==> src/rtl/macro_dispatch_pkg.sv <==
package macro_dispatch_pkg;

    typedef enum logic [2:0] {
        RM_FETCH_ONLY      = 3'd0,
        RM_MOVE            = 3'd1,
        RM_MOVE_SETA       = 3'd2,
        RM_FETCH_SENDR     = 3'd3,
        RM_MOVE_SENDR      = 3'd4,
        RM_FETCH_SETA      = 3'd5,
        RM_MOVE_SETA_SENDP = 3'd6,
        RM_MOVE_SETA_SENDF = 3'd7
    } res_mode_e;

    typedef enum logic [1:0] {
        SRC_RESULT = 2'd0,
        SRC_PARAM  = 2'd1,
        SRC_FIELD  = 2'd2
    } send_src_e;

    typedef struct packed {
        logic      fetch;
        logic      wb_param;
        logic      set_addr;
        logic      send;
        send_src_e src;
    } mode_ctl_t;

endpackage

==> src/rtl/macro_mode_decode.sv <==
module macro_mode_decode
    import macro_dispatch_pkg::*;
(
    input  logic [2:0] mode,
    output mode_ctl_t  ctl
);

    always_comb begin
        ctl = '{fetch: 1'b0, wb_param: 1'b0, set_addr: 1'b0, send: 1'b0, src: SRC_RESULT};
        unique case (res_mode_e'(mode))
            RM_FETCH_ONLY:      begin ctl.fetch = 1'b1; ctl.wb_param = 1'b1; end
            RM_MOVE:            ;
            RM_MOVE_SETA:       ctl.set_addr = 1'b1;
            RM_FETCH_SENDR:     begin ctl.fetch = 1'b1; ctl.wb_param = 1'b1; ctl.send = 1'b1; end
            RM_MOVE_SENDR:      ctl.send = 1'b1;
            RM_FETCH_SETA:      begin ctl.fetch = 1'b1; ctl.wb_param = 1'b1; ctl.set_addr = 1'b1; end
            RM_MOVE_SETA_SENDP: begin ctl.fetch = 1'b1; ctl.set_addr = 1'b1; ctl.send = 1'b1;
                                      ctl.src = SRC_PARAM; end
            RM_MOVE_SETA_SENDF: begin ctl.set_addr = 1'b1; ctl.send = 1'b1; ctl.src = SRC_FIELD; end
            default:            ;
        endcase
    end

endmodule

==> src/rtl/macro_prm_queue.sv <==
module macro_prm_queue #(
    parameter int DATA_W = 32,
    parameter int DEPTH  = 16
) (
    input  logic              clk,
    input  logic              rst_n,
    input  logic              clr,
    input  logic              push,
    input  logic [DATA_W-1:0] push_data,
    input  logic              pop,
    output logic [DATA_W-1:0] head,
    output logic              empty,
    output logic              full,
    output logic              leftover,
    output logic              first
);

    localparam int CW = $clog2(DEPTH + 1);
    localparam int IW = $clog2(DEPTH);

    typedef struct packed {
        logic [CW-1:0] cnt;
        logic [CW-1:0] rd;
    } qst_t;

    qst_t q_q, q_d;
    logic [DATA_W-1:0] mem_q [DEPTH];

    assign empty    = q_q.rd >= q_q.cnt;
    assign full     = q_q.cnt == CW'(DEPTH);
    assign leftover = q_q.rd < q_q.cnt;
    assign first    = q_q.cnt == '0;
    assign head     = (q_q.rd < CW'(DEPTH)) ? mem_q[q_q.rd[IW-1:0]] : '0;

    always_comb begin
        q_d = q_q;
        if (clr) begin
            q_d.cnt = '0;
            q_d.rd  = CW'(1);
        end else begin
            if (push && !full) q_d.cnt = q_q.cnt + CW'(1);
            if (pop && !empty) q_d.rd  = q_q.rd + CW'(1);
        end
    end

    always_ff @(posedge clk or negedge rst_n) begin
        if (!rst_n) begin
            q_q.cnt <= '0;
            q_q.rd  <= CW'(1);
        end else begin
            q_q <= q_d;
        end
    end

    always_ff @(posedge clk) begin
        if (push && !full && !clr) mem_q[q_q.cnt[IW-1:0]] <= push_data;
    end

    AST_RD_LIMIT: assert property (@(posedge clk) disable iff (!rst_n)
        (q_q.rd <= q_q.cnt) || (q_q.rd == CW'(1)));

endmodule

==> src/rtl/macro_dispatch.sv <==
module macro_dispatch
    import macro_dispatch_pkg::*;
#(
    parameter int DATA_W    = 32,
    parameter int ADDR_W    = 12,
    parameter int STEP_W    = 6,
    parameter int NREG      = 8,
    parameter int PRM_DEPTH = 16,
    localparam int IDX_W    = $clog2(NREG)
) (
    input  logic              clk,
    input  logic              rst_n,
    input  logic              macro_start,
    input  logic              macro_end,
    input  logic              prm_push,
    input  logic [DATA_W-1:0] prm_data,
    input  logic              step_go,
    input  logic [2:0]        step_mode,
    input  logic [IDX_W-1:0]  step_dst,
    input  logic [DATA_W-1:0] step_result,
    output logic              step_done,
    output logic              rf_we,
    output logic [IDX_W-1:0]  rf_idx,
    output logic [DATA_W-1:0] rf_data,
    output logic              mth_valid,
    input  logic              mth_ready,
    output logic [ADDR_W-1:0] mth_addr,
    output logic [DATA_W-1:0] mth_data,
    output logic              prm_err
);

    localparam int MW = ADDR_W + STEP_W;

    typedef struct packed {
        logic [MW-1:0]     maddr;
        logic              mvalid;
        logic [ADDR_W-1:0] maddr_out;
        logic [DATA_W-1:0] mdata;
        logic              rf_we;
        logic [IDX_W-1:0]  rf_idx;
        logic [DATA_W-1:0] rf_data;
        logic              done;
        logic              err;
    } st_t;

    st_t s_q, s_d;
    mode_ctl_t ctl;

    logic [DATA_W-1:0] q_head;
    logic q_empty, q_full, q_left, q_first, q_pop;
    logic accept;
    logic [DATA_W-1:0] fetch_val, wb_val, send_val;
    logic [MW-1:0] new_ma;

    macro_mode_decode i_dec (
        .mode (step_mode),
        .ctl  (ctl)
    );

    macro_prm_queue #(.DATA_W(DATA_W), .DEPTH(PRM_DEPTH)) i_queue (
        .clk       (clk),
        .rst_n     (rst_n),
        .clr       (macro_start),
        .push      (prm_push),
        .push_data (prm_data),
        .pop       (q_pop),
        .head      (q_head),
        .empty     (q_empty),
        .full      (q_full),
        .leftover  (q_left),
        .first     (q_first)
    );

    assign accept    = step_go && !s_q.mvalid && !macro_start;
    assign q_pop     = accept && ctl.fetch;
    assign fetch_val = q_empty ? '0 : q_head;
    assign wb_val    = ctl.wb_param ? fetch_val : step_result;
    assign new_ma    = ctl.set_addr ? step_result[MW-1:0] : s_q.maddr;

    always_comb begin
        unique case (ctl.src)
            SRC_PARAM: send_val = fetch_val;
            SRC_FIELD: send_val = DATA_W'(step_result[MW-1:ADDR_W]);
            default:   send_val = step_result;
        endcase
    end

    always_comb begin
        s_d       = s_q;
        s_d.rf_we = 1'b0;
        s_d.done  = 1'b0;
        if (macro_start) begin
            s_d.maddr  = '0;
            s_d.mvalid = 1'b0;
            s_d.err    = 1'b0;
        end else begin
            if (prm_push && q_first) begin
                s_d.rf_we   = 1'b1;
                s_d.rf_idx  = IDX_W'(1);
                s_d.rf_data = prm_data;
            end
            if (prm_push && q_full) s_d.err = 1'b1;
            if (macro_end && q_left) s_d.err = 1'b1;
            if (accept) begin
                if (ctl.fetch && q_empty) s_d.err = 1'b1;
                if (step_dst != '0) begin
                    s_d.rf_we   = 1'b1;
                    s_d.rf_idx  = step_dst;
                    s_d.rf_data = wb_val;
                end
                s_d.maddr = new_ma;
                if (ctl.send) begin
                    s_d.mvalid    = 1'b1;
                    s_d.maddr_out = new_ma[ADDR_W-1:0];
                    s_d.mdata     = send_val;
                end else begin
                    s_d.done = 1'b1;
                end
            end
            if (s_q.mvalid && mth_ready) begin
                s_d.mvalid = 1'b0;
                s_d.done   = 1'b1;
                s_d.maddr[ADDR_W-1:0] = s_q.maddr[ADDR_W-1:0] + ADDR_W'(s_q.maddr[MW-1:ADDR_W]);
            end
        end
    end

    always_ff @(posedge clk or negedge rst_n) begin
        if (!rst_n) s_q <= '0;
        else        s_q <= s_d;
    end

    assign step_done = s_q.done;
    assign rf_we     = s_q.rf_we;
    assign rf_idx    = s_q.rf_idx;
    assign rf_data   = s_q.rf_data;
    assign mth_valid = s_q.mvalid;
    assign mth_addr  = s_q.maddr_out;
    assign mth_data  = s_q.mdata;
    assign prm_err   = s_q.err;

    AST_STEP_IDLE: assert property (@(posedge clk) disable iff (!rst_n)
        step_go |-> !mth_valid);
    AST_NO_PUSH_IN_STEP: assert property (@(posedge clk) disable iff (!rst_n)
        !(prm_push && step_go));
    AST_SEND_HOLD: assert property (@(posedge clk) disable iff (!rst_n)
        mth_valid && !mth_ready && !macro_start |=>
        mth_valid && $stable(mth_addr) && $stable(mth_data));
    AST_DONE_AFTER_SEND: assert property (@(posedge clk) disable iff (!rst_n)
        mth_valid && mth_ready && !macro_start |=> step_done && !mth_valid);
    AST_ADDR_ADVANCE: assert property (@(posedge clk) disable iff (!rst_n)
        mth_valid && mth_ready && !macro_start |=>
        s_q.maddr[ADDR_W-1:0] == $past(mth_addr + ADDR_W'(s_q.maddr[MW-1:ADDR_W])));
    AST_NO_ZERO_WB: assert property (@(posedge clk) disable iff (!rst_n)
        rf_we |-> rf_idx != '0);
    AST_ERR_STICKY: assert property (@(posedge clk) disable iff (!rst_n)
        prm_err && !macro_start |=> prm_err);
    AST_START_CLEARS: assert property (@(posedge clk) disable iff (!rst_n)
        macro_start |=> !prm_err && !mth_valid);

endmodule

==> config.mk <==
export PLATFORM = sky130hd
export DESIGN_NAME = macro_dispatch
export DESIGN_NICKNAME = d
export VERILOG_FILES = /design/src/rtl/macro_dispatch_pkg.sv /design/src/rtl/macro_mode_decode.sv /design/src/rtl/macro_prm_queue.sv /design/src/rtl/macro_dispatch.sv
export SDC_FILE = /design/constraint.sdc
export NUM_CORES = 1
export LEC_CHECK = 0
export BUFFER_PORTS_ARGS = -buffer_cell sky130_fd_sc_hd__buf_2
export CORE_MARGIN = 10
export CORE_UTILIZATION = 40
export CTS_BUF_LIST = sky130_fd_sc_hd__clkbuf_2 sky130_fd_sc_hd__clkbuf_4 sky130_fd_sc_hd__clkbuf_8
export DETAILED_ROUTE_END_ITERATION = 10
export PLACE_DENSITY_LB_ADDON = 0.08
export SYNTH_ARGS = -nofsm -noshare
export SYNTH_HDL_FRONTEND = slang
export SYNTH_SLANG_ARGS = --single-unit
==> constraint.sdc <==
create_clock -name clk -period 3.5 [get_ports clk]
set_input_delay 0.35 -clock clk [delete_from_list [all_inputs] [get_ports clk]]
set_output_delay 0.35 -clock clk [all_outputs]
set_load 0.01 [all_outputs]
==> run_results.csv <==
group,metric,value,unit
worst_setup_path,cp_slowest_stage_delay,0.75,ns
power_and_ir_drop,power.density,547,mW/mm^2
global_routing,grt_pass1_wl,118000,microns
routing,drt_iter0_markers,1667,
timing,hold_slack,0.0554,ns
clocking,cts_tree,"done",
global_routing,grt_pass1_vias,16100,
worst_setup_path,cp-end-kind,"register",
floorplan,die_area,0.0765,sq mm
synthesis,syn_nets,1703,
power_and_ir_drop,p_leak,10.7,nW
synthesis,yosysSeqAreaShare,0.689,
timing,tightest_slew,1.03,ns
synthesis,synthArstFlopShare,0.178,
worst_hold_path,worstHoldPathType,"input port to register",
synthesis,synth.cell_area,0.0263,sq mm
routing,wl_met1,36100,microns
power_and_ir_drop,fin_total_pwr,16.6,mW
worst_setup_path,path_delay_family,"simple AND/OR/NAND/NOR gates",
worst_setup_path,path_cells,"inv_1, ha_1, and2_1, o31ai_4, nand2_1, or4_1, buf_4, o32ai_1",
timing,layout_min_cycle_time,3.02,ns
finish,post-route-util,0.464,
clocking,clockRootBuffer,"clkbuf_8",
timing,final.setup.tns,0,ns
global_routing,antenna_found_initial,6,
worst_setup_path,crit_slowest_cell,"dfstp_4",
worst_setup_path,path_max_fanout,32,
synthesis,syn_avg_cell_area,16.4,sq um
synthesis,synthAdderAreaFrac,0.00931,
floorplan,initial_core_util,0.402,
synthesis,synth_edf_count,512,
global_routing,grt_max_degree,93,
finish,area_growth,15.3,%
clocking,htreeDepth,3,
power_and_ir_drop,combPwrFrac,0.099,
place,io_buffers,159,
synthesis,ys.warnings.count,0,
routing,wl_met2,38100,microns
timing,rsz0062_at_grt,"false",
clocking,cts_buffer_depth,3,
timing,clock_skew,0.0349,ns
synthesis,ys_seq_elements,623,
routing,routed_via_density,5.84,
synthesis,synth_compound_area_frac,0.0862,
timing,slew_headroom,0.311,
synthesis,synth_top_family_by_area,"multiplexers",
floorplan,die_h,277,microns
job,maxCapViolations,0,
floorplan,rows,94,
worst_setup_path,crit_type,"register to register",
worst_setup_path,required,4.07,ns
place,dp.cells,2491,
power_and_ir_drop,power.switching,4.20,mW
finish,layoutNonFillerInstCount,2727,
routing,met3_length,6230,microns
finish,finalInstanceArea,0.0304,sq mm
routing,detail-route-antenna-nets,0,
clocking,cts_setup_buffers,0,
timing,finalCritPeriodShare,0.863,
synthesis,ys_types,60,
worst_setup_path,cp_num_buf_inv,2,
routing,vias,15900,
routing,routed_wl,82300,microns
floorplan,ioPinCount,160,
routing,wl_per_cell,30.2,microns
timing,timing.final.hold_violations,0,
power_and_ir_drop,switching_share,0.253,
clocking,path_clk_slew,0.06,ns
finish,layout-drive-gt1-share,0.298,
power_and_ir_drop,clkPwrFrac,0.388,
timing,setup_slack,0.479,ns
worst_setup_path,arrival,3.59,ns
power_and_ir_drop,vdd_drop_max,0.000246,V
place,dpl_worst_slack,0.454,ns
power_and_ir_drop,intPower,12.4,mW
synthesis,synth_cells,1607,
routing,highest_layer,"met5",
synthesis,synth-simple-area-share,0.0518,
run_status,status,"finished, final reports clean",
synthesis,synth_flop_cell,"edfxtp_1",
synthesis,post_synth_mux_area_share,0.116,
power_and_ir_drop,power_frac_seq,0.513,
timing,setup-violations-final,0,
global_routing,grt_overflow_total,0,
place,place_area,0.0279,sq mm
floorplan,dieWidth,277,microns
place,routabilityCongestion,0.825,
worst_setup_path,critPathLaunchType,"register",
global_routing,grt_use_total,0.211,
finish,nets,1868,
routing,drcViolationCount,0,
synthesis,synth_xor_area_frac,0.00451,
place,dpl.hpwl,45800,microns
timing,fmax,331,MHz
floorplan,core,0.0655,sq mm
timing,final_max_slew_viol_count,0,
routing,first_pass_iters,7,
clocking,cts.sinks,623,
clocking,cts_buffers,106,
clocking,insertion_delay,0.71,ns
-- path summary, 6_finish.rpt --
check,startpoint,endpoint,slack (ns),cells after the start
hold reg to reg,mth_addr[7],mth_addr[7],0.47,2
hold / removal,prm_data[3],i_queue.mem_q[1][3],0.06,1
setup / recovery,i_queue.q_q[0],rf_data[23],0.48,8
setup reg to reg,i_queue.q_q[0],rf_data[23],0.48,8
min in group asynchronous,rst_n,mth_addr[6],0.36,2
max in group asynchronous,rst_n,mth_data[12],2.31,3
-- cell usage after synthesis, types with 3 or more instances --
master,number,share of area
mux4_2,128,0.11
a221oi_1,40,0.013
nor2_1,85,0.012
mux2i_1,15,0.0057
nand3_1,5,0.00095
o22ai_1,32,0.0076
clkbuf_1,76,0.011
buf_4,85,0.024
edfxtp_1,512,0.58
nand2_1,116,0.017
o21ai_0,25,0.0047
nor3_1,5,0.00095
o31ai_1,3,0.00085
nand4_1,4,0.00095
o32ai_1,39,0.013
a311oi_1,30,0.010
buf_2,22,0.0042
ha_1,18,0.0086
buf_1,6,0.00085
a22o_1,34,0.011
or3_1,4,0.00095
and3_1,39,0.0093
a21oi_1,54,0.010
o21a_1,28,0.0080
nand2b_1,4,0.00095
xnor2_1,8,0.0027
and2_1,11,0.0026
dfrtp_1,110,0.10
nor2b_1,9,0.0021
xor2_1,3,0.0010
inv_1,14,0.0020
a21o_1,3,0.00085
a22oi_1,3,0.00085
-- per-layer routing --
| layer | vias to the layer above | global-route usage |
|---|---|---|
| met1 | 8451 | 0.292 |
| met5 | - | 0 |
| met4 | 8 | 0.0661 |
| met2 | 633 | 0.325 |
| li1 | 6695 | - |
| met3 | 133 | 0.0515 |
-- cells in the final DEF (no fill, tap or decap), drive strengths merged, types with 4 or more instances in the layout --
cell type	Yosys	routed
o21ai	25	25
mux2i	15	15
clkinv	0	34
a21oi	55	55
and3	39	39
mux4	128	128
o22ai	32	32
a22o	34	34
nand4	4	4
diode	0	4
o32ai	39	39
nand2b	5	5
clkbuf	76	158
o21a	28	28
ha	18	18
nor2b	10	10
nor3	6	6
a311oi	30	30
dfrtp	110	110
edfxtp	512	512
inv	15	16
nor2	85	85
xnor2	8	8
or3	4	4
and2	11	11
buf	115	211
nand3	5	5
a221oi	40	40
dlygate4sd3	0	37
o31ai	4	4
nand2	116	116
-- power by group through the flow --
| stage | logic (mW) | registers [mW] | clock network (mW) |
|---|---|---|---|
| after floorplan | 1.12 | 8.58 | 0 |
| after global placement | 1.59 | 8.67 | 0 |
| after detailed placement | 1.62 | 8.68 | 0 |
| after CTS | 1.66 | 8.53 | 6.59 |
| after global routing | 1.79 | 8.56 | 6.95 |
| final | 1.65 | 8.53 | 6.45 |
-- logic make-up (layout without fill, tap and decap cells) --
family | after synthesis | count (layout)
flops | 623 | 623
buf+inv | 206 | 458
compound gates | 307 | 307
fa+ha+maj | 19 | 19
other cells | 0 | 4
xor+xnor | 12 | 12
simple gates | 295 | 295
mux | 145 | 145
-- what timing repair did --
action / 4_1_cts / 5_1_grt
gates resized for setup: 0 / 0
endpoints found under the hold margin: 164 / 0
endpoints found under the setup margin: 0 / 0
hold buffers: 37 / 0
-- cell type report --
| class | count | area [sq um] |
|---|---|---|
| fillers | 5615 | 35100 |
| flip-flops and latches | 623 | 18200 |
| multi-input cells | 778 | 7180 |
| clock buffers | 158 | 1890 |
| repair buffers | 248 | 1810 |
| well taps | 864 | 1080 |
| clock inverters | 37 | 189 |
| inverters | 15 | 56.3 |
| diodes | 4 | 10.0 |
-- sequential cells by signal (all words and copies together) (netlist names), 3 cells and up --
register	count
i_queue.mem_q	512
s_q	18
i_queue.q_q	10
mth_data	32
rf_idx	3
rf_data	32
mth_addr	12
-- worst reg2reg max path: cells and delay by family, from the launching register on --
family / cells / cell delay (ns)
and+or+nand+nor: 3 / 0.79
DFF: 1 / 0.75
AOI/OAI and AO/OA: 2 / 0.63
buffers and inverters: 2 / 0.46
adders and majority gates: 1 / 0.30
No activity file was read; power rests on OpenSTA's default activity.
